--- config.mk ---
export PLATFORM = sky130hd
export DESIGN_NAME = ep_handshake_ctrl
export DESIGN_NICKNAME = d
export VERILOG_FILES = /design/src/rtl/ep_hs_pkg.sv /design/src/rtl/ep_count_clamp.sv /design/src/rtl/ep_irq_flag.sv /design/src/rtl/ep_in_ctrl.sv /design/src/rtl/ep_out_ctrl.sv /design/src/rtl/ep_handshake_ctrl.sv
export SDC_FILE = /design/constraint.sdc
export NUM_CORES = 1
export LEC_CHECK = 0
export BUFFER_PORTS_ARGS = -buffer_cell sky130_fd_sc_hd__buf_2
export CAP_MARGIN = 10
export CORE_MARGIN = 8
export CORE_UTILIZATION = 44
export CTS_CLUSTER_SIZE = 25
export DETAILED_ROUTE_END_ITERATION = 7
export HOLD_SLACK_MARGIN = 0.1
export PLACE_DENSITY = 0.72
export REMOVE_ABC_BUFFERS = 1
export SLEW_MARGIN = 20
export SYNTH_ARGS = -nofsm -noshare
export SYNTH_HDL_FRONTEND = slang
export SYNTH_HIERARCHICAL = 1
export SYNTH_SLANG_ARGS = --single-unit
--- constraint.sdc ---
create_clock -name clk -period 0.93 [get_ports clk]
set_input_delay 0.0465 -clock clk [delete_from_list [all_inputs] [get_ports clk]]
set_output_delay 0.0465 -clock clk [all_outputs]
set_load 0.005 [all_outputs]
--- src/rtl/ep_hs_pkg.sv ---
package ep_hs_pkg;

  typedef enum logic [1:0] {
    HS_ACK   = 2'd0,
    HS_NAK   = 2'd1,
    HS_STALL = 2'd2
  } hs_code_e;

  localparam logic [1:0] ADDR_IN_CTL  = 2'd0;
  localparam logic [1:0] ADDR_IN_CNT  = 2'd1;
  localparam logic [1:0] ADDR_OUT_CTL = 2'd2;
  localparam logic [1:0] ADDR_OUT_CNT = 2'd3;

  localparam int unsigned CTL_BUSY_BIT  = 0;
  localparam int unsigned CTL_STALL_BIT = 1;
  localparam int unsigned CTL_IRQ_BIT   = 2;

endpackage

--- src/rtl/ep_count_clamp.sv ---
module ep_count_clamp #(
  parameter int unsigned IN_W      = 8,
  parameter int unsigned CNT_W     = 7,
  parameter int unsigned MAX_BYTES = 64
) (
  input  logic [IN_W-1:0]  raw,
  output logic [CNT_W-1:0] cnt
);
  localparam logic [IN_W-1:0]  MAX_IN  = IN_W'(MAX_BYTES);
  localparam logic [CNT_W-1:0] MAX_CNT = CNT_W'(MAX_BYTES);

  generate
    if (IN_W > CNT_W) begin : g_wide
      always_comb cnt = (raw > MAX_IN) ? MAX_CNT : raw[CNT_W-1:0];
    end else begin : g_narrow
      always_comb cnt = (raw > MAX_IN) ? MAX_CNT : CNT_W'(raw);
    end
  endgenerate
endmodule

--- src/rtl/ep_irq_flag.sv ---
module ep_irq_flag (
  input  logic clk,
  input  logic rst_n,
  input  logic set_i,
  input  logic clr_i,
  output logic flag_o
);
  always_ff @(posedge clk) begin
    if (!rst_n)      flag_o <= 1'b0;
    else if (set_i)  flag_o <= 1'b1;
    else if (clr_i)  flag_o <= 1'b0;
  end
endmodule

--- src/rtl/ep_in_ctrl.sv ---
module ep_in_ctrl
  import ep_hs_pkg::*;
#(
  parameter int unsigned CNT_W = 7
) (
  input  logic             clk,
  input  logic             rst_n,
  input  logic             arm_i,
  input  logic [CNT_W-1:0] arm_cnt_i,
  input  logic             stall_wr_i,
  input  logic             stall_val_i,
  input  logic             tok_i,
  input  logic             ack_i,
  output logic             busy_o,
  output logic             stall_o,
  output logic [CNT_W-1:0] cnt_o,
  output logic             resp_vld_o,
  output hs_code_e         resp_code_o,
  output logic             release_o
);
  logic wait_ack;
  logic arm_ok, data_go, ack_ok;

  always_comb begin
    arm_ok    = arm_i && !busy_o;
    data_go   = tok_i && !stall_o && busy_o;
    ack_ok    = ack_i && wait_ack;
    release_o = ack_ok;
  end

  always_ff @(posedge clk) begin
    if (!rst_n) begin
      busy_o      <= 1'b0;
      stall_o     <= 1'b0;
      cnt_o       <= '0;
      wait_ack    <= 1'b0;
      resp_vld_o  <= 1'b0;
      resp_code_o <= HS_NAK;
    end else begin
      if (ack_ok)       busy_o <= 1'b0;
      else if (arm_ok)  busy_o <= 1'b1;

      if (arm_ok)       cnt_o <= arm_cnt_i;
      if (stall_wr_i)   stall_o <= stall_val_i;

      if (tok_i)        wait_ack <= data_go && !ack_ok;
      else if (ack_ok)  wait_ack <= 1'b0;

      resp_vld_o <= tok_i;
      if (tok_i) begin
        if (stall_o)      resp_code_o <= HS_STALL;
        else if (busy_o)  resp_code_o <= HS_ACK;
        else              resp_code_o <= HS_NAK;
      end
    end
  end
endmodule

--- src/rtl/ep_out_ctrl.sv ---
module ep_out_ctrl
  import ep_hs_pkg::*;
#(
  parameter int unsigned CNT_W = 7
) (
  input  logic             clk,
  input  logic             rst_n,
  input  logic             arm_i,
  input  logic             stall_wr_i,
  input  logic             stall_val_i,
  input  logic             tok_i,
  input  logic [CNT_W-1:0] rx_cnt_i,
  output logic             busy_o,
  output logic             stall_o,
  output logic [CNT_W-1:0] cnt_o,
  output logic             resp_vld_o,
  output hs_code_e         resp_code_o,
  output logic             release_o
);
  logic arm_ok, rx_ok;

  always_comb begin
    arm_ok    = arm_i && !busy_o;
    rx_ok     = tok_i && !stall_o && busy_o;
    release_o = rx_ok;
  end

  always_ff @(posedge clk) begin
    if (!rst_n) begin
      busy_o      <= 1'b0;
      stall_o     <= 1'b0;
      cnt_o       <= '0;
      resp_vld_o  <= 1'b0;
      resp_code_o <= HS_NAK;
    end else begin
      if (rx_ok)        busy_o <= 1'b0;
      else if (arm_ok)  busy_o <= 1'b1;

      if (rx_ok)        cnt_o <= rx_cnt_i;
      if (stall_wr_i)   stall_o <= stall_val_i;

      resp_vld_o <= tok_i;
      if (tok_i) begin
        if (stall_o)      resp_code_o <= HS_STALL;
        else if (busy_o)  resp_code_o <= HS_ACK;
        else              resp_code_o <= HS_NAK;
      end
    end
  end
endmodule

--- src/rtl/ep_handshake_ctrl.sv ---
module ep_handshake_ctrl
  import ep_hs_pkg::*;
#(
  parameter int unsigned MAX_BYTES = 64,
  parameter int unsigned DATA_W    = 8,
  localparam int unsigned CNT_W    = $clog2(MAX_BYTES + 1)
) (
  input  logic              clk,
  input  logic              rst_n,
  input  logic              cpu_wr,
  input  logic [1:0]        cpu_addr,
  input  logic [DATA_W-1:0] cpu_wdata,
  output logic [DATA_W-1:0] cpu_rdata,
  input  logic              sie_in_tok,
  input  logic              sie_in_ack,
  input  logic              sie_out_tok,
  input  logic [CNT_W-1:0]  sie_out_cnt,
  output logic              in_resp_vld,
  output logic [1:0]        in_resp_code,
  output logic [CNT_W-1:0]  in_tx_cnt,
  output logic              out_resp_vld,
  output logic [1:0]        out_resp_code,
  output logic              irq_in,
  output logic              irq_out
);
  logic wr_in_ctl, wr_in_cnt, wr_out_ctl, wr_out_cnt;
  logic [CNT_W-1:0] in_arm_cnt, out_rx_cnt;
  logic in_busy, in_stall, in_release;
  logic out_busy, out_stall, out_release;
  logic [CNT_W-1:0] in_cnt, out_cnt;
  hs_code_e in_code, out_code;

  always_comb begin
    wr_in_ctl  = cpu_wr && (cpu_addr == ADDR_IN_CTL);
    wr_in_cnt  = cpu_wr && (cpu_addr == ADDR_IN_CNT);
    wr_out_ctl = cpu_wr && (cpu_addr == ADDR_OUT_CTL);
    wr_out_cnt = cpu_wr && (cpu_addr == ADDR_OUT_CNT);
  end

  ep_count_clamp #(.IN_W(DATA_W), .CNT_W(CNT_W), .MAX_BYTES(MAX_BYTES)) u_in_clamp (
    .raw(cpu_wdata), .cnt(in_arm_cnt)
  );

  ep_count_clamp #(.IN_W(CNT_W), .CNT_W(CNT_W), .MAX_BYTES(MAX_BYTES)) u_out_clamp (
    .raw(sie_out_cnt), .cnt(out_rx_cnt)
  );

  ep_in_ctrl #(.CNT_W(CNT_W)) u_in (
    .clk(clk), .rst_n(rst_n),
    .arm_i(wr_in_cnt), .arm_cnt_i(in_arm_cnt),
    .stall_wr_i(wr_in_ctl), .stall_val_i(cpu_wdata[CTL_STALL_BIT]),
    .tok_i(sie_in_tok), .ack_i(sie_in_ack),
    .busy_o(in_busy), .stall_o(in_stall), .cnt_o(in_cnt),
    .resp_vld_o(in_resp_vld), .resp_code_o(in_code), .release_o(in_release)
  );

  ep_out_ctrl #(.CNT_W(CNT_W)) u_out (
    .clk(clk), .rst_n(rst_n),
    .arm_i(wr_out_cnt),
    .stall_wr_i(wr_out_ctl), .stall_val_i(cpu_wdata[CTL_STALL_BIT]),
    .tok_i(sie_out_tok), .rx_cnt_i(out_rx_cnt),
    .busy_o(out_busy), .stall_o(out_stall), .cnt_o(out_cnt),
    .resp_vld_o(out_resp_vld), .resp_code_o(out_code), .release_o(out_release)
  );

  ep_irq_flag u_irq_in (
    .clk(clk), .rst_n(rst_n), .set_i(in_release),
    .clr_i(wr_in_ctl && cpu_wdata[CTL_IRQ_BIT]), .flag_o(irq_in)
  );

  ep_irq_flag u_irq_out (
    .clk(clk), .rst_n(rst_n), .set_i(out_release),
    .clr_i(wr_out_ctl && cpu_wdata[CTL_IRQ_BIT]), .flag_o(irq_out)
  );

  assign in_resp_code  = in_code;
  assign out_resp_code = out_code;
  assign in_tx_cnt     = in_cnt;

  always_comb begin
    cpu_rdata = '0;
    unique case (cpu_addr)
      ADDR_IN_CTL: begin
        cpu_rdata[CTL_BUSY_BIT]  = in_busy;
        cpu_rdata[CTL_STALL_BIT] = in_stall;
        cpu_rdata[CTL_IRQ_BIT]   = irq_in;
      end
      ADDR_IN_CNT:  cpu_rdata[CNT_W-1:0] = in_cnt;
      ADDR_OUT_CTL: begin
        cpu_rdata[CTL_BUSY_BIT]  = out_busy;
        cpu_rdata[CTL_STALL_BIT] = out_stall;
        cpu_rdata[CTL_IRQ_BIT]   = irq_out;
      end
      default:      cpu_rdata[CNT_W-1:0] = out_cnt;
    endcase
  end
endmodule

* After elaboration in Yosys (flattened, before gate mapping) *
Index checks and enable logic that the tools add are counted.

word-level totals
  output and inout port bits = 23
  register bits after elaboration = 27

operators by class
  muxes and demuxes = 14
  magnitude comparators = 2
  bitwise logic cells = 1
  equal/unequal tests = 3
  reductions and logical operators = 26

operators with widths
  kind                  count
  $logic_and A1 B1 Y1   14
  $mux W7               2
  $pmux W3 S3           1
  $gt A8 B7 Y1 const B  1
  $mux W1               8
  $pmux W4 S2           1
  $gt A7 B7 Y1 const B  1
  $reduce_bool A2 Y1    3
  $reduce_or A2 Y1      3
  $logic_not A1 Y1      5
  $eq A2 B2 Y1 const B  2
  $mux W2               2
  $eq A2 B1 Y1 const B  1
  $logic_not A2 Y1      1
  $not A1 Y1            1

* Logic depth before layout (Yosys ltp) *
Gate-level depths: netlist of run 1.

  depth in word-level cells = 5
  mapped depth = 7
  mapped depth without buffers = 5

* By module *
The synthesis of run 1 kept the hierarchy.

by module, submodules not included
  module                        area each (sq um)  seq. area each (sq um)  instances  cells each
  ep_in_ctrl                    489.2              260.2                   1          45
  ep_out_ctrl                   462.9              240.2                   1          47
  ep_handshake_ctrl             206.4              0.0                     1          23
  ep_irq_flag                   41.3               20.0                    2          3
  ep_count_clamp (u_in_clamp)   51.3               0.0                     1          7
  ep_count_clamp (u_out_clamp)  41.3               0.0                     1          7

* Worst setup path after synthesis of run 1 *
No wires, ideal clock.

  path type = input port to flip-flop
  start = in cpu_addr[0]
  end = reg u_in.cnt_o[6]
  path buffers = 2
  path slack = -0.027 ns
  required time = 0.814 ns
  data arrival time = 0.841 ns
  stages on the path = 7
  setup time = 0.116 ns
  path through = buf_2 -> nand2_1 -> nor2_1 -> nor2b_2 -> buf_6 -> mux2i_1 -> nor2b_1

between the ends
  word-level cells in the longest chain between the ends = 3

ends and longest elaborated chain
  what                  line                     RTL
  start, declared       ep_handshake_ctrl.sv:11  input logic [1:0] cpu_addr,
  $eq A2 B1 Y1          ep_handshake_ctrl.sv:35  wr_in_cnt = cpu_wr && (cpu_addr == ADDR_IN_CNT);
  $logic_and A1 B1 Y1   ep_handshake_ctrl.sv:35
  net wr_in_cnt         ep_handshake_ctrl.sv:26  logic wr_in_ctl, wr_in_cnt, wr_out_ctl, wr_out_cnt;
  $logic_and A1 B1 Y1   ep_in_ctrl.sv:25         arm_ok = arm_i && !busy_o;
  end signal, assigned  ep_in_ctrl.sv:43         if (arm_ok) cnt_o <= arm_cnt_i;
  end, declared         ep_in_ctrl.sv:16         output logic [CNT_W-1:0] cnt_o,

The timed path passes the listed nets, and every way through them passes these cells.
A chain may end at the register's enable or synchronous reset.

* Final worst setup path of run 1 *
  start = reg u_out.cnt_o[1]
  end = out cpu_rdata[1]

between the ends
  word-level cells in the longest chain between the ends = 1

ends and longest elaborated chain
  what                    line                     RTL
  start, declared         ep_out_ctrl.sv:15        output logic [CNT_W-1:0] cnt_o,
  start signal, assigned  ep_out_ctrl.sv:39        if (rx_ok) cnt_o <= rx_cnt_i;
  $pmux W3 S3             ep_handshake_ctrl.sv:82  unique case (cpu_addr)
  end, declared           ep_handshake_ctrl.sv:13  output logic [DATA_W-1:0] cpu_rdata,

Every way passes these cells.

==> impl_results.html, run 1 <==
<table>
<tr><th>Metric</th><th>Value</th></tr>
<tr><th colspan="2">Routing</th></tr>
<tr><td>Count of nets left with antenna violations after detail routing</td><td>0</td></tr>
<tr><td>Met1 wire length</td><td>between 1500 and 2000 um</td></tr>
<tr><td>Met3 Routed Length</td><td>between 100 and 150 um</td></tr>
<tr><td>Average routed wire per standard cell</td><td>14.8 um</td></tr>
<tr><td>DRT Wirelength</td><td>about 3700 um</td></tr>
<tr><td>Number of DRC markers in iteration 0</td><td>43</td></tr>
<tr><td>Routed via count</td><td>approximately 1200</td></tr>
<tr><td>Avg Vias per Cell</td><td>about 4.9</td></tr>
<tr><td>Highest routed metal layer</td><td>met4</td></tr>
<tr><td>Iteration count of the initial detailed-routing pass</td><td>4</td></tr>
<tr><td>Post-route DRC violation count</td><td>0</td></tr>
<tr><td>Total met2 wirelength after detailed routing</td><td>between 2000 and 2500 um</td></tr>
<tr><th colspan="2">Synth</th></tr>
<tr><td>Post-synth design cell area</td><td>1330 um^2</td></tr>
<tr><td>Synthesized area divided by synthesized cell count</td><td>9.88 um^2</td></tr>
<tr><td>Synth top area cells</td><td>sky130_fd_sc_hd__dfxtp_1, sky130_fd_sc_hd__mux2i_1, sky130_fd_sc_hd__nor2b_1</td></tr>
<tr><td>Sequential cell area fraction in the yosys report</td><td>between 40% and 50%</td></tr>
<tr><td>Most area-hungry cell type in the Yosys netlist</td><td>sky130_fd_sc_hd__dfxtp_1</td></tr>
<tr><td>Cell variety after synth</td><td>24</td></tr>
<tr><td>Count of warnings emitted by yosys</td><td>6</td></tr>
<tr><td>Number of standard cells after synthesis</td><td>approximately 140</td></tr>
<tr><td>Area fraction of the dominant cell type after synthesis</td><td>around two fifths</td></tr>
<tr><td>Flop and latch count out of synthesis</td><td>27</td></tr>
<tr><th colspan="2">Timing</th></tr>
<tr><td>Worst clock skew on the final layout</td><td>between 8 and 9 ps</td></tr>
<tr><td>Min Tclk post-route</td><td>roughly 1300 ps</td></tr>
<tr><td>Fin. max-slew vios</td><td>0</td></tr>
<tr><td>Unrepaired setup endpoints after global routing</td><td>yes</td></tr>
<tr><td>Fin. Hold Viols</td><td>0</td></tr>
<tr><td>Achievable clock frequency</td><td>around 0.75 GHz</td></tr>
<tr><td>Minimum setup slack in the final design</td><td>-411 ps</td></tr>
<tr><td>Share of the clock period used by the worst path after layout</td><td>144%</td></tr>
<tr><td>Number of setup violations in the final report</td><td>33</td></tr>
<tr><th colspan="2">Finish</th></tr>
<tr><td>Share of post-route cells with drive strength above 1</td><td>roughly 50%</td></tr>
<tr><td>Leading cell types in the layout, fill and taps excluded</td><td>sky130_fd_sc_hd__buf_2, sky130_fd_sc_hd__buf_6, sky130_fd_sc_hd__mux2i_1, sky130_fd_sc_hd__nor2b_1, sky130_fd_sc_hd__buf_4</td></tr>
<tr><td># diodes</td><td>0</td></tr>
<tr><td>Number of nets at the end of the flow</td><td>about 240</td></tr>
<tr><td>Reg area</td><td>between 500 and 600 um^2</td></tr>
<tr><td>Non-Filler Cell Area, Final</td><td>2090 um^2</td></tr>
<tr><td>Area taken by multi-input logic gates</td><td>~740 um^2</td></tr>
<tr><td>P&amp;R area growth vs syn</td><td>56.9%</td></tr>
<tr><td>Number of fill cells in the layout</td><td>218</td></tr>
<tr><td>Post-Route Utilization</td><td>~70%</td></tr>
<tr><td>Commonest non-fill, non-tap cell in the layout</td><td>sky130_fd_sc_hd__buf_2</td></tr>
<tr><th colspan="2">Critical path</th></tr>
<tr><td>Crit. Startpoint</td><td>u_out/cnt_o[1]$_SDFFE_PN0P_</td></tr>
<tr><td>Worst Setup Start Kind</td><td>flop</td></tr>
<tr><td>Reg-to-reg critical path startpoint</td><td>u_in/busy_o$_SDFFE_PP0P_</td></tr>
<tr><td>Series of cell instances along the critical path</td><td>mux4_2 &gt; buf_2</td></tr>
<tr><td>WS Path Type</td><td>reg -&gt; out</td></tr>
<tr><td>Required arrival time at the worst endpoint</td><td>~900 ps</td></tr>
<tr><td>Arr. time, crit path</td><td>~1300 ps</td></tr>
<tr><td>Master of the slowest instance on the critical path</td><td>sky130_fd_sc_hd__mux4_2</td></tr>
<tr><td>Worst path max stage delay</td><td>roughly 450 ps</td></tr>
<tr><td>Critical path fanouts, max</td><td>2</td></tr>
<tr><td>Kind of end point of the critical path</td><td>output port</td></tr>
<tr><th colspan="2">Pwr</th></tr>
<tr><td>Switching part of the total</td><td>approximately a quarter</td></tr>
<tr><td>Portion of total power attributed to combinational logic</td><td>19.3%</td></tr>
<tr><td>Int Power</td><td>about 1.6 mW</td></tr>
<tr><td>Worst ir drop on vdd</td><td>670 uV</td></tr>
<tr><td>Pleak</td><td>just over 0.9 nW</td></tr>
<tr><td>Clock network fraction of design power</td><td>around a quarter</td></tr>
<tr><td>Power density over the cells</td><td>1030 nW/um^2</td></tr>
<tr><td>Net switching power of the design</td><td>between 500 and 600 uW</td></tr>
<tr><td>Sequential group share of total power</td><td>56.2%</td></tr>
<tr><th colspan="2">Die</th></tr>
<tr><td>Horizontal die dimension</td><td>roughly 71 um</td></tr>
<tr><td>Site Rows</td><td>20</td></tr>
<tr><td>Total die area</td><td>approximately 5000 um^2</td></tr>
<tr><td>Core area</td><td>a little under 3000 um^2</td></tr>
<tr><td>Die boundary height</td><td>71.1 um</td></tr>
<tr><td>Starting density of the core</td><td>between 40% and 50%</td></tr>
<tr><td>Ports placed on the boundary</td><td>46</td></tr>
<tr><th colspan="2">Placed design</th></tr>
<tr><td>Number of port buffers</td><td>44</td></tr>
<tr><td>Worst slack, placed</td><td>-113 ps</td></tr>
<tr><td>Area after detailed placement</td><td>1710 um^2</td></tr>
<tr><td>Final HPWL from detailed placement</td><td>2620 um</td></tr>
<tr><td>Final GP Congestion</td><td>between 0.8 and 0.9</td></tr>
<tr><th colspan="2">Hold path</th></tr>
<tr><td>Min-delay src</td><td>cpu_wdata[6]</td></tr>
<tr><td>Path class of the lowest-slack min-delay path</td><td>in -&gt; reg</td></tr>
<tr><th colspan="2">Clocking</th></tr>
<tr><td>Buffers from clock root to sink, at most</td><td>2</td></tr>
<tr><td>Clk Latency, worst-skew pair</td><td>340 ps</td></tr>
<tr><td>Sinks on the clock net</td><td>27</td></tr>
<tr><td>Cts bufs inserted</td><td>3</td></tr>
<tr><td>TritonCTS clock tree</td><td>yes</td></tr>
<tr><td>H-tree Lvls</td><td>1</td></tr>
<tr><td>Cell at the root of the clock tree</td><td>sky130_fd_sc_hd__clkbuf_4</td></tr>
<tr><td>Clock Pin Slew Worst Setup and Hold Paths</td><td>150 ps</td></tr>
<tr><th colspan="2">Global routing</th></tr>
<tr><td>Number of global-route vias before repair</td><td>~1300</td></tr>
<tr><td>Maximum number of pins on one net before global-route repair</td><td>34</td></tr>
<tr><td>Overflow after GRT</td><td>0</td></tr>
<tr><td>Total GRT Usage</td><td>14.3%</td></tr>
<tr><td>Number of antenna violations at the first check in global routing</td><td>0</td></tr>
<tr><td>Global-route wire length before repair</td><td>a little under 6000 um</td></tr>
<tr><th colspan="2">Status</th></tr>
<tr><td>Outcome</td><td>complete, but fails checks</td></tr>
<tr><td>Failing checks</td><td>negative setup slack</td></tr>
<tr><th colspan="2">Job</th></tr>
<tr><td># Max-Cap Violations</td><td>0</td></tr>
</table>
## cells in the mapped netlist (all sizes together)
| cell type | count |
|---|---|
| nor3 | 1 |
| nand2b | 2 |
| or2 | 1 |
| nor2b | 24 |
| a21oi | 1 |
| and3 | 1 |
| mux4 | 3 |
| o21ai | 4 |
| dfxtp | 27 |
| and2 | 3 |
| buf | 7 |
| nor2 | 5 |
| mux2i | 22 |
| nand2 | 17 |
| and3b | 2 |
| nand3b | 1 |
| nor3b | 8 |
| conb | 1 |
| clkbuf | 2 |
| o21a | 3 |
## repair_timing
action	4_1_cts	5_1_grt
endpoints found under the setup margin	27	31
pin swaps	0	1
gates resized for setup	35	13
setup buffers	7	8
endpoints found under the hold margin	17	0
hold buffers	12	0
## final cells by class
cell class,count,share of cell area (%)
timing repair buffer,90,34.7
clock inverter,1,0.239
clock buffer,3,1.08
tap,33,1.97
sequential,27,26.8
multi-input combinational,99,35.2
## sequential cells by signal, indices dropped and copies added, names as in the netlist, 2 cells and up
| name | flops |
|---|---|
| u_out/resp_code_o | 2 |
| u_out/cnt_o | 7 |
| u_in/cnt_o | 7 |
| u_in/resp_code_o | 2 |
## power by group through the flow
| stage | combinational, mW | sequential (mW) | clock (mW) |
|---|---|---|---|
| after global routing | 0.445 | 1.21 | 0.578 |
| final | 0.414 | 1.21 | 0.527 |
| after CTS | 0.393 | 1.21 | 0.527 |
| after global placement | 0.311 | 1.23 | 0 |
| after detailed placement | 0.321 | 1.23 | 0 |
| after floorplan | 0.123 | 1.23 | 0 |
## worst max-delay path, delay by kind of cell (launching register included)
family	cells	cell delay, ps
multiplexers	1	450
buffers and inverters	1	150
flip-flops	1	360
## logic make-up after synthesis
kind of cell	synth area share, %
other	0.281
AO/OA/AOI/OAI	3.56
flip-flops	40.5
multiplexers	21.6
buffers and inverters	5.25
AND/OR/NAND/NOR	28.8
## stage by stage
stage          cells  power [mW]  TNS (ps)  hold WS, ps
2_1_floorplan    126        1.35     -1520          108
3_3_place_gp     224        1.54      -902          319
3_5_place_dp     224        1.55     -1370          326
4_1_cts          247        2.13     -3270          123
5_1_grt          253        2.23     -5040          149
6_report         253        2.15     -3740          126
## per-layer routing
layer | global-route usage [%] | up-vias
li1 | - | 620
met1 | 15.7 | 582
met2 | 26.1 | 26
met3 | 2.26 | 5
met4 | 6.47 | 0
met5 | 0 | -
## worst paths after layout
| path | endpoint | slack [ps] | cells past startpoint |
|---|---|---|---|
| setup reg to reg | u_in/cnt_o[3]$_SDFFE_PN0P_ | -180 | 5 |
| hold / removal | u_in/cnt_o[5]$_SDFFE_PN0P_ | 130 | 4 |
| setup / recovery | cpu_rdata[1] | -410 | 2 |
| hold reg to reg | u_out/cnt_o[2]$_SDFFE_PN0P_ | 470 | 2 |
(Power assumes the default switching activity.)
==> inputs of run 2 (changes only) <==
--- a/config.mk
+++ b/config.mk
@@ -12,7 +12,7 @@
 export CTS_CLUSTER_SIZE = 25
 export DETAILED_ROUTE_END_ITERATION = 7
 export HOLD_SLACK_MARGIN = 0.1
-export PLACE_DENSITY = 0.72
+export PLACE_DENSITY = 0.7
 export REMOVE_ABC_BUFFERS = 1
 export SLEW_MARGIN = 20
 export SYNTH_ARGS = -nofsm -noshare
==> run 2 against run 1 <==
Compared with the run above: count of clock-buffer cells in the layout rose by 1; highest routed layer unchanged; the run still ends with negative setup slack left; wire length rose by 0.83%; largest power group unchanged; register-to-register slack got worse by 70 ps; worst hold slack improved by 0.87 ps; power fell by 0.47%; global-route usage fell by 0.20 points; flip-flop and latch count did not move; critical endpoint is now cpu_rdata[0].
==> impl_results.html, run 2 (synthesis gave the netlist of run 1 again) <==
<table>
<tr><th>Metric</th><th>Value</th></tr>
<tr><th colspan="2">Timing</th></tr>
<tr><td>Fin. Hold Viols</td><td>0 (unchanged)</td></tr>
<tr><td>Worst clock skew on the final layout</td><td>17.5 ps (+9.30 ps)</td></tr>
<tr><td>Achievable clock frequency</td><td>0.742 GHz (-0.47%)</td></tr>
<tr><td>Number of setup violations in the final report</td><td>28 (-15%)</td></tr>
<tr><td>Unrepaired setup endpoints after global routing</td><td>yes</td></tr>
<tr><td>Fin. max-slew vios</td><td>0 (unchanged)</td></tr>
<tr><td>Min Tclk post-route</td><td>1350 ps (+6.27 ps)</td></tr>
<tr><td>Share of the clock period used by the worst path after layout</td><td>145% (+0.67 points)</td></tr>
<tr><td>Minimum setup slack in the final design</td><td>-417 ps (-6.27 ps)</td></tr>
<tr><th colspan="2">Clocking</th></tr>
<tr><td>Buffers from clock root to sink, at most</td><td>2 (unchanged)</td></tr>
<tr><td>Cell at the root of the clock tree</td><td>sky130_fd_sc_hd__clkbuf_4</td></tr>
<tr><td>TritonCTS clock tree</td><td>yes</td></tr>
<tr><td>Clock Pin Slew Worst Setup and Hold Paths</td><td>160 ps (about the same)</td></tr>
<tr><td>Clk Latency, worst-skew pair</td><td>330 ps (about the same)</td></tr>
<tr><td>Cts bufs inserted</td><td>3 (unchanged)</td></tr>
<tr><td>H-tree Lvls</td><td>1 (unchanged)</td></tr>
<tr><td>Sinks on the clock net</td><td>27 (unchanged)</td></tr>
<tr><th colspan="2">Placed design</th></tr>
<tr><td>Final HPWL from detailed placement</td><td>2550 um (-2.4%)</td></tr>
<tr><td>Worst slack, placed</td><td>-127 ps (-13.3 ps)</td></tr>
<tr><td>Number of port buffers</td><td>44 (unchanged)</td></tr>
<tr><td>Final GP Congestion</td><td>0.792 (-3.1%)</td></tr>
<tr><td>Area after detailed placement</td><td>1710 um^2 (+0.29%)</td></tr>
<tr><th colspan="2">Routing</th></tr>
<tr><td>Iteration count of the initial detailed-routing pass</td><td>4 (unchanged)</td></tr>
<tr><td>Avg Vias per Cell</td><td>5.00 (+2.5%)</td></tr>
<tr><td>Post-route DRC violation count</td><td>0 (unchanged)</td></tr>
<tr><td>Average routed wire per standard cell</td><td>15.3 um (+3.7%)</td></tr>
<tr><td>Routed via count</td><td>1229 (-0.32%)</td></tr>
<tr><td>Count of nets left with antenna violations after detail routing</td><td>0 (unchanged)</td></tr>
<tr><td>Number of DRC markers in iteration 0</td><td>72 (+67%)</td></tr>
<tr><td>DRT Wirelength</td><td>3770 um (+0.83%)</td></tr>
<tr><th colspan="2">Pwr</th></tr>
<tr><td>Net switching power of the design</td><td>533 uW (-2.4%)</td></tr>
<tr><td>Power density over the cells</td><td>1040 nW/um^2 (+1.2%)</td></tr>
<tr><td>Worst ir drop on vdd</td><td>490 uV (-27%)</td></tr>
<tr><td>Clock network fraction of design power</td><td>24.3% (-0.2 points)</td></tr>
<tr><td>Pleak</td><td>0.890 nW (-3.0%)</td></tr>
<tr><td>Post-layout total power</td><td>2.14 mW (-0.47%)</td></tr>
<tr><td>Portion of total power attributed to combinational logic</td><td>19.2% (about the same)</td></tr>
<tr><td>Sequential group share of total power</td><td>56.5% (+0.3 points)</td></tr>
<tr><td>Switching part of the total</td><td>24.9% (-0.50 points)</td></tr>
<tr><td>Int Power</td><td>1.61 mW (+0.20%)</td></tr>
<tr><th colspan="2">Critical path</th></tr>
<tr><td>Critical path fanouts, max</td><td>2 (unchanged)</td></tr>
<tr><td>Reg-to-reg setup timing slack</td><td>-250 ps (-70 ps)</td></tr>
<tr><td>Kind of end point of the critical path</td><td>output port</td></tr>
<tr><td>WS Path Type</td><td>reg -&gt; out</td></tr>
<tr><td>Arr. time, crit path</td><td>1300 ps (about the same)</td></tr>
<tr><td>Worst Setup Start Kind</td><td>flop</td></tr>
<tr><td>Required arrival time at the worst endpoint</td><td>880 ps (about the same)</td></tr>
<tr><th colspan="2">Global routing</th></tr>
<tr><td>Total GRT Usage</td><td>14.1% (-0.20 points)</td></tr>
<tr><td>Met2 routing resource usage after global routing</td><td>26.5% (+0.41 points)</td></tr>
<tr><td>Most utilized layer in the global route result</td><td>met2</td></tr>
<tr><td>Global-route wire length before repair</td><td>5810 um (+0.12%)</td></tr>
<tr><td>Number of antenna violations at the first check in global routing</td><td>0 (unchanged)</td></tr>
<tr><td>Number of global-route vias before repair</td><td>1258 (+0.56%)</td></tr>
<tr><td>Global-route met3 utilization</td><td>2.54% (+0.28 points)</td></tr>
<tr><td>Met1 routing resource usage after global routing</td><td>14.9% (-0.82 points)</td></tr>
<tr><td>Overflow after GRT</td><td>0 (unchanged)</td></tr>
<tr><td>Maximum number of pins on one net before global-route repair</td><td>34 (unchanged)</td></tr>
<tr><th colspan="2">Die</th></tr>
<tr><td>Core area</td><td>2980 um^2 (unchanged)</td></tr>
<tr><td>Horizontal die dimension</td><td>71.1 um (unchanged)</td></tr>
<tr><td>Die boundary height</td><td>71.1 um (unchanged)</td></tr>
<tr><td>Starting density of the core</td><td>44.8% (unchanged)</td></tr>
<tr><td>Total die area</td><td>5050 um^2 (unchanged)</td></tr>
<tr><td>Site Rows</td><td>20 (unchanged)</td></tr>
<tr><td>Ports placed on the boundary</td><td>46 (unchanged)</td></tr>
<tr><th colspan="2">Hold path</th></tr>
<tr><td>Path class of the lowest-slack min-delay path</td><td>in -&gt; reg</td></tr>
<tr><th colspan="2">Finish</th></tr>
<tr><td>Post-Route Utilization</td><td>69.2% (-1.1 points)</td></tr>
<tr><td>P&amp;R area growth vs syn</td><td>54.4%</td></tr>
<tr><td>Registers with the most flip-flops</td><td>u_in/cnt_o (7), u_out/cnt_o (7)</td></tr>
<tr><td>Number of nets at the end of the flow</td><td>237 (-2.9%)</td></tr>
<tr><td>Leading cell types in the layout, fill and taps excluded</td><td>sky130_fd_sc_hd__buf_2, sky130_fd_sc_hd__mux2i_1, sky130_fd_sc_hd__nor2b_1, sky130_fd_sc_hd__buf_6</td></tr>
<tr><td>Non-Filler Cell Area, Final</td><td>2060 um^2 (-1.6%)</td></tr>
<tr><td>Commonest non-fill, non-tap cell in the layout</td><td>sky130_fd_sc_hd__buf_2</td></tr>
<tr><td># diodes</td><td>0 (unchanged)</td></tr>
<tr><td>Share of post-route cells with drive strength above 1</td><td>47.4% (-1.7 points)</td></tr>
<tr><th colspan="2">Job</th></tr>
<tr><td># Max-Cap Violations</td><td>0 (unchanged)</td></tr>
<tr><th colspan="2">Status</th></tr>
<tr><td>Failing checks</td><td>negative setup slack</td></tr>
<tr><td>Outcome</td><td>complete, but fails checks</td></tr>
</table>
[run 2: what timing repair did]
item,in CTS,in global routing
resized for setup,37,9
endpoints found under the hold margin,17,0
setup buffers,6,2
cloned,0,1
hold buffers,11,0
endpoints found under the setup margin,27,33
pin swaps,0,1
[run 2: area by class of cell]
class | instances | area, um^2
fill | 230 | 918
sequential | 27 | 562
tap | 33 | 41.3
timing repair buffer | 83 | 694
clock buffer | 4 | 26.3
multi-input combinational | 99 | 736
[run 2: final timing paths]
path | from | end | cells after the start
max | u_in/busy_o$_SDFFE_PP0P_ | cpu_rdata[0] | 2
min | rst_n | u_in/resp_code_o[0]$_SDFFE_PN1P_ | 2
max reg2reg | u_out/stall_o$_SDFFE_PN0P_ | u_out/cnt_o[4]$_SDFFE_PN0P_ | 4
min reg2reg | u_out/cnt_o[6]$_SDFFE_PN0P_ | u_out/cnt_o[6]$_SDFFE_PN0P_ | 2
[run 2: routing by layer]
metal / part of all wire, % / vias up
met1: 38 / 582
met4: 1.6 / 0
met5: 0 / -
met3: 4.9 / 4
met2: 55 / 33
li1: - / 610
[run 2: power groups by stage]
stage / sequential, mW / combinational [mW] / clock, mW
CTS: 1.21 / 0.391 / 0.523
global route: 1.21 / 0.443 / 0.585
detailed placement: 1.23 / 0.324 / 0
floorplan: 1.23 / 0.123 / 0
finish: 1.21 / 0.411 / 0.520
global placement: 1.23 / 0.317 / 0
[run 2: stage by stage]
| stage | hold slack (ps) | setup TNS, ps | instances |
|---|---|---|---|
| after global routing | 150 | -5830 | 246 |
| after CTS | 128 | -3120 | 244 |
| final | 127 | -4740 | 246 |
| after floorplan | 108 | -1520 | 126 |
| after global placement | 319 | -834 | 223 |
| after detailed placement | 326 | -1270 | 223 |
[run 2: critical path, cell delays in order, from the launching register on]
cell and delay (ps):
sky130_fd_sc_hd__dfxtp_2 370, sky130_fd_sc_hd__mux4_2 460, sky130_fd_sc_hd__buf_2 150
==> inputs of run 3 (changes only) <==
--- a/config.mk
+++ b/config.mk
@@ -6,14 +6,12 @@
 export NUM_CORES = 1
 export LEC_CHECK = 0
 export BUFFER_PORTS_ARGS = -buffer_cell sky130_fd_sc_hd__buf_2
-export CAP_MARGIN = 10
 export CORE_MARGIN = 8
-export CORE_UTILIZATION = 44
+export CORE_UTILIZATION = 53
 export CTS_CLUSTER_SIZE = 25
 export DETAILED_ROUTE_END_ITERATION = 7
 export HOLD_SLACK_MARGIN = 0.1
-export PLACE_DENSITY = 0.7
-export REMOVE_ABC_BUFFERS = 1
+export PLACE_DENSITY = 0.8
 export SLEW_MARGIN = 20
 export SYNTH_ARGS = -nofsm -noshare
 export SYNTH_HDL_FRONTEND = slang
==> constraint.sdc (replaced) <==
create_clock -name clk -period 1.6 [get_ports clk]
set_input_delay 0.08 -clock clk [delete_from_list [all_inputs] [get_ports clk]]
set_output_delay 0.08 -clock clk [all_outputs]
set_load 0.005 [all_outputs]
==> run 3 against run 2 <==
Compared with the run above: the flow now finishes without violations; flip-flop and latch count unchanged; count of clock-buffer cells in the layout shrank 1; non-clock buffer count down 28; critical path type unchanged; highest routed layer unchanged.
==> impl_results.html, run 3 (synthesis gave the netlist of run 1 again) <==
<table>
<tr><th>Metric</th><th>Value</th></tr>
<tr><th colspan="2">Critical path</th></tr>
<tr><td>Arr. time, crit path</td><td>1320 ps (+20 ps)</td></tr>
<tr><td>Worst Setup Start Kind</td><td>flop</td></tr>
<tr><td>WS Path Type</td><td>reg -&gt; out</td></tr>
<tr><td>Master of the slowest instance on the critical path</td><td>sky130_fd_sc_hd__mux4_2</td></tr>
<tr><td>Kind of end point of the critical path</td><td>output port</td></tr>
<tr><td>Critical path fanouts, max</td><td>5 (+3)</td></tr>
<tr><td>Required arrival time at the worst endpoint</td><td>1520 ps (+640 ps)</td></tr>
<tr><td>Series of cell instances along the critical path</td><td>mux4_2 &gt; buf_2</td></tr>
<tr><td>Worst path max stage delay</td><td>470 ps (about the same)</td></tr>
<tr><th colspan="2">Pwr</th></tr>
<tr><td>Net switching power of the design</td><td>291 uW (-45%)</td></tr>
<tr><td>Portion of total power attributed to combinational logic</td><td>14.3% (-4.9 points)</td></tr>
<tr><td>Power density over the cells</td><td>704 nW/um^2 (-32%)</td></tr>
<tr><td>Sequential group share of total power</td><td>60.1% (+3.6 points)</td></tr>
<tr><td>Pleak</td><td>0.704 nW (-21%)</td></tr>
<tr><td>Clock network fraction of design power</td><td>25.6% (+1.3 points)</td></tr>
<tr><td>Int Power</td><td>877 uW (-45%)</td></tr>
<tr><td>Worst ir drop on vdd</td><td>582 uV (+19%)</td></tr>
<tr><td>Switching part of the total</td><td>24.9% (-0.037 points)</td></tr>
<tr><th colspan="2">Global routing</th></tr>
<tr><td>Overflow after GRT</td><td>0 (unchanged)</td></tr>
<tr><td>Number of global-route vias before repair</td><td>1023 (-19%)</td></tr>
<tr><td>Global-route wire length before repair</td><td>4810 um (-17%)</td></tr>
<tr><td>Total GRT Usage</td><td>13.9% (-0.20 points)</td></tr>
<tr><td>Maximum number of pins on one net before global-route repair</td><td>34 (unchanged)</td></tr>
<tr><td>Number of antenna violations at the first check in global routing</td><td>0 (unchanged)</td></tr>
<tr><th colspan="2">Routing</th></tr>
<tr><td>Met3 Routed Length</td><td>221 um (+19%)</td></tr>
<tr><td>Iteration count of the initial detailed-routing pass</td><td>4 (unchanged)</td></tr>
<tr><td>Count of nets left with antenna violations after detail routing</td><td>0 (unchanged)</td></tr>
<tr><td>DRT Wirelength</td><td>2970 um (-21%)</td></tr>
<tr><td>Highest routed metal layer</td><td>met4</td></tr>
<tr><td>Average routed wire per standard cell</td><td>13.8 um (-9.8%)</td></tr>
<tr><td>Routed via count</td><td>1088 (-11%)</td></tr>
<tr><td>Number of DRC markers in iteration 0</td><td>34 (-53%)</td></tr>
<tr><td>Avg Vias per Cell</td><td>5.06 (+1.3%)</td></tr>
<tr><td>Total met2 wirelength after detailed routing</td><td>1430 um (-31%)</td></tr>
<tr><td>Post-route DRC violation count</td><td>0 (unchanged)</td></tr>
<tr><td>Met1 wire length</td><td>1270 um (-12%)</td></tr>
<tr><th colspan="2">Die</th></tr>
<tr><td>Total die area</td><td>4380 um^2 (-13%)</td></tr>
<tr><td>Starting density of the core</td><td>54.8% (+10 points)</td></tr>
<tr><td>Ports placed on the boundary</td><td>46 (unchanged)</td></tr>
<tr><td>Horizontal die dimension</td><td>66.2 um (-6.9%)</td></tr>
<tr><td>Die boundary height</td><td>66.2 um (-6.9%)</td></tr>
<tr><td>Site Rows</td><td>18 (-10%)</td></tr>
<tr><td>Core area</td><td>2430 um^2 (-18%)</td></tr>
<tr><th colspan="2">Timing</th></tr>
<tr><td>Share of the clock period used by the worst path after layout</td><td>87.5%</td></tr>
<tr><td>Hold slack final</td><td>145 ps (+18.3 ps)</td></tr>
<tr><td>Post-Route Setup TNS</td><td>0 ps (+4740 ps)</td></tr>
<tr><td>Unrepaired setup endpoints after global routing</td><td>no</td></tr>
<tr><td>Number of setup violations in the final report</td><td>0 (-100%)</td></tr>
<tr><td>Min Tclk post-route</td><td>between 1000 and 1500 ps</td></tr>
<tr><td>Fin. max-slew vios</td><td>0 (unchanged)</td></tr>
<tr><td>Fin. Hold Viols</td><td>0 (unchanged)</td></tr>
<tr><td>Minimum setup slack in the final design</td><td>200 ps (+617 ps)</td></tr>
<tr><td>Achievable clock frequency</td><td>about 0.7 GHz</td></tr>
<tr><td>Worst clock skew on the final layout</td><td>1.43 ps (-16.1 ps)</td></tr>
<tr><th colspan="2">Placed design</th></tr>
<tr><td>Final HPWL from detailed placement</td><td>2150 um (-16%)</td></tr>
<tr><td>Final GP Congestion</td><td>0.786 (-0.69%)</td></tr>
<tr><td>Worst slack, placed</td><td>210 ps (+336 ps)</td></tr>
<tr><td>Number of port buffers</td><td>44 (unchanged)</td></tr>
<tr><td>Number of placed instances, taps included</td><td>200 (-10%)</td></tr>
<tr><th colspan="2">Hold path</th></tr>
<tr><td>Path class of the lowest-slack min-delay path</td><td>in -&gt; reg</td></tr>
<tr><th colspan="2">Clocking</th></tr>
<tr><td>Clk Latency, worst-skew pair</td><td>330 ps (about the same)</td></tr>
<tr><td>Buffers from clock root to sink, at most</td><td>2 (unchanged)</td></tr>
<tr><td>Clock Pin Slew Worst Setup and Hold Paths</td><td>140 ps (-20 ps)</td></tr>
<tr><td>Sinks on the clock net</td><td>27 (unchanged)</td></tr>
<tr><td>TritonCTS clock tree</td><td>yes</td></tr>
<tr><td>Number of setup buffers added after CTS</td><td>0 (-6)</td></tr>
<tr><td>Cell at the root of the clock tree</td><td>sky130_fd_sc_hd__clkbuf_4</td></tr>
<tr><td>H-tree Lvls</td><td>1 (unchanged)</td></tr>
<tr><td>Number of gates resized after cts</td><td>0 (-100%)</td></tr>
<tr><td>Cts bufs inserted</td><td>3 (unchanged)</td></tr>
<tr><th colspan="2">Finish</th></tr>
<tr><td>P&amp;R area growth vs syn</td><td>24.4%</td></tr>
<tr><td>Commonest non-fill, non-tap cell in the layout</td><td>sky130_fd_sc_hd__buf_2</td></tr>
<tr><td>Post-Route Utilization</td><td>68.2% (-0.95 points)</td></tr>
<tr><td>Leading cell types in the layout, fill and taps excluded</td><td>sky130_fd_sc_hd__buf_2, sky130_fd_sc_hd__dfxtp_1, sky130_fd_sc_hd__mux2i_1</td></tr>
<tr><td>Share of post-route cells with drive strength above 1</td><td>29.2% (-18 points)</td></tr>
<tr><td>Number of nets at the end of the flow</td><td>209 (-12%)</td></tr>
<tr><td>Registers with the most flip-flops</td><td>u_in/cnt_o (7), u_out/cnt_o (7)</td></tr>
<tr><td>Non-Filler Instances</td><td>215 (-13%)</td></tr>
<tr><td># diodes</td><td>0 (unchanged)</td></tr>
<tr><td>Number of fill cells in the layout</td><td>207 (-10%)</td></tr>
<tr><th colspan="2">Job</th></tr>
<tr><td># Max-Cap Violations</td><td>0 (unchanged)</td></tr>
<tr><th colspan="2">Status</th></tr>
<tr><td>Outcome</td><td>finished, final reports clean</td></tr>
<tr><th colspan="2">Synth</th></tr>
<tr><td>Number of nets in the synthesized netlist</td><td>roughly 160</td></tr>
</table>
-- run 3: final cells by class --
| type | count | area, um^2 | area share (%) |
|---|---|---|---|
| clock buffers | 3 | 22.5 | 1.36 |
| clock inverters | 1 | 5.00 | 0.302 |
| multi-input cells | 99 | 723 | 43.6 |
| flip-flops and latches | 27 | 541 | 32.6 |
| well taps | 30 | 37.5 | 2.26 |
| repair buffers | 55 | 330 | 19.9 |
-- run 3: final timing paths --
path,startpoint,to,slack (ps),depth (start not counted)
hold / removal,rst_n,u_in/resp_code_o[0]$_SDFFE_PN1P_,150,2
setup reg to reg,u_in/busy_o$_SDFFE_PP0P_,u_in/cnt_o[1]$_SDFFE_PN0P_,380,3
hold reg to reg,u_out/cnt_o[5]$_SDFFE_PN0P_,u_out/cnt_o[5]$_SDFFE_PN0P_,480,2
setup / recovery,u_in/busy_o$_SDFFE_PP0P_,cpu_rdata[0],200,2
-- run 3: repair_timing --
item                                   CTS  global route
setup endpoints to repair                0             0
endpoints found under the hold margin   17             0
hold buffers                            11             0
-- run 3: power by group through the flow --
stage,logic [mW],clock network (mW),registers (mW)
2_1_floorplan,0.0949,0,0.715
3_3_place_gp,0.143,0,0.716
3_5_place_dp,0.147,0,0.716
4_1_cts,0.167,0.313,0.702
5_1_grt,0.184,0.341,0.705
6_report,0.167,0.299,0.702
-- run 3: per-layer routing --
metal	vias to the layer above	track usage, %
li1	548	-
met1	505	15.7
met2	30	23.0
met3	5	4.24
met4	0	6.67
met5	-	0
-- run 3: worst max-delay path: cells and delay by family, from the launching register on --
family | cells | cell delay, ps
buf+inv | 1 | 140
mux | 1 | 470
flops | 1 | 380
-- run 3: through the flow --
step | cell area (um^2) | power (mW)
after detailed placement | 1520 | 0.863
after floorplan | 1330 | 0.810
after global placement | 1520 | 0.859
after CTS | 1660 | 1.18
final | 1660 | 1.17
after global routing | 1660 | 1.23
